==> src/rtl/irq_nest_pkg.sv <==
package irq_nest_pkg;
  localparam int NUM_VEC = 5;
  localparam int IDX_W   = 3;
  localparam int SRC_X0  = 0;
  localparam int SRC_T0  = 1;
  localparam int SRC_X1  = 2;
  localparam int SRC_T1  = 3;
  localparam int SRC_SER = 4;

  typedef struct packed {
    logic             hit;
    logic             hi;
    logic [IDX_W-1:0] idx;
  } arb_res_t;
endpackage

==> src/rtl/irq_ext_sense.sv <==
module irq_ext_sense (
  input  logic clk,
  input  logic rst,
  input  logic pin_n,
  input  logic level_mode,
  input  logic take,
  output logic req
);
  logic pin_q;
  logic pin_d;
  logic edge_flag;

  always_ff @(posedge clk) begin
    if (rst) begin
      pin_q     <= 1'b1;
      pin_d     <= 1'b1;
      edge_flag <= 1'b0;
    end else begin
      pin_q <= pin_n;
      pin_d <= pin_q;
      if (level_mode)            edge_flag <= 1'b0;
      else if (pin_d && !pin_q)  edge_flag <= 1'b1;
      else if (take)             edge_flag <= 1'b0;
    end
  end

  assign req = level_mode ? !pin_q : edge_flag;

  AST_LEVEL_NOT_LATCHED: assert property (@(posedge clk) disable iff (rst)
    level_mode |=> !edge_flag);
endmodule

==> src/rtl/irq_arbiter.sv <==
module irq_arbiter
  import irq_nest_pkg::*;
#(
  parameter int N = NUM_VEC
) (
  input  logic [N-1:0] req,
  input  logic [N-1:0] prio,
  input  logic [1:0]   busy,
  output arb_res_t     res
);
  logic hi_ok;
  logic lo_ok;

  assign hi_ok = !busy[1];
  assign lo_ok = (busy == 2'b00);

  always_comb begin
    res = '0;
    for (int i = N - 1; i >= 0; i--) begin
      if (req[i] && !prio[i] && lo_ok) begin
        res.hit = 1'b1;
        res.hi  = 1'b0;
        res.idx = IDX_W'(i);
      end
    end
    for (int i = N - 1; i >= 0; i--) begin
      if (req[i] && prio[i] && hi_ok) begin
        res.hit = 1'b1;
        res.hi  = 1'b1;
        res.idx = IDX_W'(i);
      end
    end
  end
endmodule

==> src/rtl/irq_level_track.sv <==
module irq_level_track (
  input  logic       clk,
  input  logic       rst,
  input  logic       take,
  input  logic       take_hi,
  input  logic       reti,
  output logic [1:0] busy
);
  logic [1:0] nxt;

  always_comb begin
    nxt = busy;
    if (reti) begin
      if (busy[1]) nxt[1] = 1'b0;
      else         nxt[0] = 1'b0;
    end
    if (take) nxt[take_hi] = 1'b1;
  end

  always_ff @(posedge clk) begin
    if (rst) busy <= 2'b00;
    else     busy <= nxt;
  end

  AST_RETI_HI_FIRST: assert property (@(posedge clk) disable iff (rst)
    (reti && busy[1] && !take) |=> (!busy[1] && busy[0] == $past(busy[0])));
  AST_RETI_LO: assert property (@(posedge clk) disable iff (rst)
    (reti && busy == 2'b01 && !take) |=> (busy == 2'b00));
endmodule

==> src/rtl/irq_nest_ctrl.sv <==
module irq_nest_ctrl
  import irq_nest_pkg::*;
#(
  parameter int          ADDR_W   = 16,
  parameter int          VEC_BASE = 3,
  parameter int          VEC_STEP = 8,
  parameter int          N_EXT    = 2,
  parameter int          N_TMR    = 2
) (
  input  logic              clk,
  input  logic              rst,
  input  logic              cyc_i,
  input  logic              reti_i,
  input  logic              glb_en_i,
  input  logic [4:0]        src_en_i,
  input  logic              ee_en_i,
  input  logic [4:0]        prio_i,
  input  logic [1:0]        ext_n_i,
  input  logic [1:0]        ext_level_i,
  input  logic [1:0]        tmr_ovf_i,
  input  logic              ser_set_i,
  input  logic              ee_set_i,
  input  logic [1:0]        flag_clr_i,
  output logic              ack_o,
  output logic [ADDR_W-1:0] vec_o,
  output logic [5:0]        flag_o
);
  localparam logic [ADDR_W-1:0] BASE_V = ADDR_W'(VEC_BASE);
  localparam logic [ADDR_W-1:0] STEP_V = ADDR_W'(VEC_STEP);
  localparam logic [ADDR_W-1:0] T0_VEC = ADDR_W'(VEC_BASE + SRC_T0 * VEC_STEP);

  logic [N_EXT-1:0]   ext_req;
  logic [N_TMR-1:0]   tmr_flag;
  logic               ser_flag;
  logic               ee_flag;
  logic [NUM_VEC-1:0] req_raw;
  logic [NUM_VEC-1:0] req_en;
  logic [NUM_VEC-1:0] take_vec;
  logic [1:0]         busy;
  arb_res_t           res;
  logic               take;
  logic               ack_hi_q;

  genvar g;
  generate
    for (g = 0; g < N_EXT; g++) begin : g_ext
      irq_ext_sense u_sense (
        .clk        (clk),
        .rst        (rst),
        .pin_n      (ext_n_i[g]),
        .level_mode (ext_level_i[g]),
        .take       (take_vec[2*g]),
        .req        (ext_req[g])
      );
    end
    for (g = 0; g < N_TMR; g++) begin : g_tmr
      always_ff @(posedge clk) begin
        if (rst)                   tmr_flag[g] <= 1'b0;
        else if (tmr_ovf_i[g])     tmr_flag[g] <= 1'b1;
        else if (take_vec[2*g+1])  tmr_flag[g] <= 1'b0;
      end
    end
  endgenerate

  always_ff @(posedge clk) begin
    if (rst) begin
      ser_flag <= 1'b0;
      ee_flag  <= 1'b0;
    end else begin
      if (ser_set_i)          ser_flag <= 1'b1;
      else if (flag_clr_i[0]) ser_flag <= 1'b0;
      if (ee_set_i)           ee_flag  <= 1'b1;
      else if (flag_clr_i[1]) ee_flag  <= 1'b0;
    end
  end

  assign req_raw[SRC_X0]  = ext_req[0];
  assign req_raw[SRC_T0]  = tmr_flag[0];
  assign req_raw[SRC_X1]  = ext_req[1];
  assign req_raw[SRC_T1]  = tmr_flag[1];
  assign req_raw[SRC_SER] = ser_flag | (ee_flag & ee_en_i);
  assign req_en = req_raw & src_en_i & {NUM_VEC{glb_en_i}};

  irq_arbiter #(.N(NUM_VEC)) u_arb (
    .req  (req_en),
    .prio (prio_i),
    .busy (busy),
    .res  (res)
  );

  assign take = cyc_i && res.hit;

  always_comb begin
    take_vec = '0;
    if (take) take_vec[res.idx] = 1'b1;
  end

  irq_level_track u_lvl (
    .clk     (clk),
    .rst     (rst),
    .take    (take),
    .take_hi (res.hi),
    .reti    (reti_i),
    .busy    (busy)
  );

  always_ff @(posedge clk) begin
    if (rst) begin
      ack_o    <= 1'b0;
      ack_hi_q <= 1'b0;
      vec_o    <= '0;
    end else begin
      ack_o    <= take;
      ack_hi_q <= take && res.hi;
      if (take) vec_o <= BASE_V + ({{(ADDR_W-IDX_W){1'b0}}, res.idx} * STEP_V);
    end
  end

  assign flag_o = {ee_flag, ser_flag, tmr_flag[1], ext_req[1], tmr_flag[0], ext_req[0]};

  AST_ACK_ON_STROBE: assert property (@(posedge clk) disable iff (rst)
    ack_o |-> $past(cyc_i));
  AST_ACK_GLOBAL: assert property (@(posedge clk) disable iff (rst)
    ack_o |-> $past(glb_en_i));
  AST_NO_HI_NEST: assert property (@(posedge clk) disable iff (rst)
    ack_o |-> !$past(busy[1]));
  AST_LO_IDLE: assert property (@(posedge clk) disable iff (rst)
    (ack_o && !ack_hi_q) |-> ($past(busy) == 2'b00));
  AST_SER_SW_ONLY: assert property (@(posedge clk) disable iff (rst)
    ($past(ser_flag) && !$past(flag_clr_i[0])) |-> ser_flag);
  AST_EE_SW_ONLY: assert property (@(posedge clk) disable iff (rst)
    ($past(ee_flag) && !$past(flag_clr_i[1])) |-> ee_flag);
  AST_TMR_HW_CLEAR: assert property (@(posedge clk) disable iff (rst)
    (ack_o && vec_o == T0_VEC && !$past(tmr_ovf_i[0])) |-> !tmr_flag[0]);
endmodule

==> config.mk <==
export PLATFORM = sky130hd
export DESIGN_NAME = irq_nest_ctrl
export DESIGN_NICKNAME = d
export VERILOG_FILES = /design/src/rtl/irq_nest_pkg.sv /design/src/rtl/irq_ext_sense.sv /design/src/rtl/irq_arbiter.sv /design/src/rtl/irq_level_track.sv /design/src/rtl/irq_nest_ctrl.sv
export SDC_FILE = /design/constraint.sdc
export NUM_CORES = 1
export LEC_CHECK = 0
export CAP_MARGIN = 20
export CORE_ASPECT_RATIO = 1.5
export CORE_MARGIN = 3
export CORE_UTILIZATION = 41
export CTS_BUF_LIST = sky130_fd_sc_hd__clkbuf_4 sky130_fd_sc_hd__clkbuf_8
export CTS_CLUSTER_SIZE = 28
export DETAILED_ROUTE_END_ITERATION = 8
export PLACE_DENSITY = 0.89
export SYNTH_ARGS = -nofsm -noshare
export SYNTH_HDL_FRONTEND = slang
export SYNTH_SLANG_ARGS = --single-unit
==> constraint.sdc <==
create_clock -name clk -period 2.4 [get_ports clk]
set_input_delay 0.48 -clock clk [delete_from_list [all_inputs] [get_ports clk]]
set_output_delay 0.48 -clock clk [all_outputs]
set_load 0.02 [all_outputs]
==> results.cfg <==
[clock_tree]
cts.clk_slew.worst_paths_ns = 0.09
insertion_delay_ns = 0.27
postCtsSetupRepairBufs = 0
ctsHoldBuffers = 0
numCtsBuffers = 3
numClockSinks = 17
htree_levels = 1
cts_root_buf = clkbuf_4
clockBufferDepth = 2
cts_tree = yes

[global_routing]
grt_max_degree = 18
grt_use_total_pct = 17.3
grt_pass1_vias = 1067
gr-total-overflow = 0
antenna_found_initial = 0
grt_pass1_wl_mm = 4.29

[setup_path]
cp.arrival_ns = 2.46
cp_max_fo = 6
crit_top_cell = buf_4
worstPathRequired_ns = 2.55
critical_path.top_delay_family = buffers and inverters
cp.buffers_inverters = 3
startpoint_type = input pin
slowest_delay_ns = 0.54
slowest_stage = clkdlybuf4s50_1
crit_type = input pin to flop
crit_chain = clkdlybuf4s50_1 > nand2_1 > nand4b_1 > a21oi_1 > buf_4 > o41ai_4 > buf_4 > mux2i_1 > nor2_1
end_kind = flop

[power]
ir_drop_uv = 324
power.net_switching_w = 0.000198
p_per_area_nw_per_um2 = 443
combPwrFrac_pct = 31.7
p_sw_share_pct = 28.8
pwr-share-clk_pct = 22.5
power_leakage_nw = 0.681
p_int_w = 0.000489
seqPwrFrac_pct = 45.7

[timing]
hold_violations = 0
fin_tns_setup_ns = 0
min_period_over_period_pct = 96.1
whs_ns = 0.469
drv_slew = 0
setup_viol_count_final = 0
fmax_mhz = 433
rsz0062_at_grt = no
relSlewSlack_pct = 60.2
fin_crit_ns = 2.31
finClkSkew_ns = 0.00310
worst_slew_pin_slew_ns = 0.595

[floorplanning]
rows = 22
die_x_um = 48.0
start_util_pct = 43.8
die_y_um = 69.0
die_area_um2 = 3320
fp.coreArea_um2 = 2480
boundaryPins = 49

[detailed_routing]
dr.pass1.iters = 4
wirelength_mm = 2.66
drc = 0
vias = 1025
dr.first_iter.drc_count = 24
antenna_left = 0
drt-wirelength-per-cell_um = 13.7
vias_per_cell = 5.26

[synth]
synthCells = 122
avgSynthCellArea_um2 = 8.90
yosysMostFrequentCell = dfxtp_1
synthFlopType = dfxtp_1
synth_common_cells = 17 x dfxtp_1, 16 x buf_4, 11 x nor2_1
ys_seq_area_share_pct = 31.3
yosys_register_bits = 17
synth_cell_types = 41
syn_area_um2 = 1090
synth-edff-count = 0
synth_largest_area_cell = dfxtp_1
synth_top_area_share_pct = 31.3
yosys_warnings = 0
synth_area_leaders = dfxtp_1 31%, buf_4 11%, a21oi_1 4.1%
async_flop_share_pct = 0

[placed_design]
dp_hpwl_mm = 2.21
port-buffer-count = 37
gp_congestion = 0.812
dpl_cell_area_um2 = 1510

[layout]
final_layout_size_suffix_gt1_share_pct = 22.8
post-route-cell-area_um2 = 1550
diodes = 0
nFillCells = 216
syn_to_final_growth_pct = 42.6
final_net_count = 198

[flow_run]
cap_violations = 0

[outcome]
status = finished, final reports clean

[worst_hold_path]
hold_class = flop to flop
-- per-stage QoR --
step / std cells / utilization [%] / total power, W / worst slack [ns]
after floorplan: 132 / - / 0.000448 / 0.378
after global placement: 191 / 61.1 / 0.000533 / -0.310
after detailed placement: 191 / 61.1 / 0.000539 / -0.380
after CTS: 195 / 62.2 / 0.000693 / 0.0422
after global routing: 195 / 62.5 / 0.000725 / 0.0110
final: 195 / 62.5 / 0.000687 / 0.0932
-- metal layers --
layer  wire, um  part of all wire [%]  GRT usage [%]  vias to the layer above
li1           -                     -              -                      512
met3         93                   3.5           2.61                        6
met1       1020                    38           18.4                      469
met2       1480                    55           29.9                       38
met5          0                     0              0                        -
met4         75                   2.8           9.28                        0
-- area by class of cell --
| class | count | area (um2) | area share, % |
|---|---|---|---|
| clock buffer | 4 | 30.0 | 1.94 |
| timing repair buffer | 52 | 479 | 30.9 |
| tap | 24 | 30.0 | 1.94 |
| sequential | 17 | 340 | 22.0 |
| multi-input combinational | 89 | 636 | 41.0 |
| inverter | 9 | 33.8 | 2.18 |
-- cell families after synthesis --
family	Yosys count	synth area share, %
buf+inv	26	14.5
flops	17	31.3
simple gates	51	32.5
mux	1	0.922
compound gates	26	20.4
other cells	1	0.345
-- registers in the layout (all words and copies together), names as in the netlist --
signal and count:
g_ext.u_sense.edge_flag 2, g_ext.u_sense.pin_q 2, ack_o 1, g_ext.u_sense.pin_d 2, ser_flag 1, u_lvl.busy 2
ee_flag 1, vec_o 4, flag_o 2
-- cell usage in the layout, fill, tap and decap left out, types with 4 or more instances in the layout --
master	instances
a21oi_1	9
buf_4	15
clkbuf_4	4
clkdlybuf4s50_1	34
conb_1	11
dfxtp_1	17
inv_1	9
nand2_1	4
nand4b_1	4
nor2_1	10
nor2b_1	4
o21ai_0	4
or2_2	6
-- worst min-delay path: cells and delay by family, from the launching register on --
family	cells	cell delay [ns]
simple gates	1	0.06
compound gates	1	0.06
flops	1	0.31
-- what timing repair did --
action,in CTS,in global routing
resized for setup,4,2
pin swaps,0,2
endpoints found under the setup margin,4,5
-- final timing paths --
check | startpoint | depth (start not counted) | end | slack (ns)
hold / removal | g_ext[0].u_sense.pin_d$_SDFF_PP1_ | 2 | g_ext[0].u_sense.edge_flag$_SDFFE_PP0P_ | 0.47
setup / recovery | ext_level_i[0] | 9 | vec_o[4]$_SDFFE_PP0P_ | 0.09
setup reg to reg | u_lvl.busy[1]$_SDFF_PP0_ | 9 | vec_o[4]$_SDFFE_PP0P_ | 0.19
hold reg to reg | g_ext[0].u_sense.pin_d$_SDFF_PP1_ | 2 | g_ext[0].u_sense.edge_flag$_SDFFE_PP0P_ | 0.47
-- power by group through the flow --
stage | sequential, W | clock (W) | combinational (W)
global route | 0.000317 | 0.000174 | 0.000234
finish | 0.000314 | 0.000155 | 0.000218
floorplan | 0.000328 | 0 | 0.000119
global placement | 0.000319 | 0 | 0.000213
CTS | 0.000314 | 0.000162 | 0.000217
detailed placement | 0.000321 | 0 | 0.000218
Power figures use the tool's default switching activity.
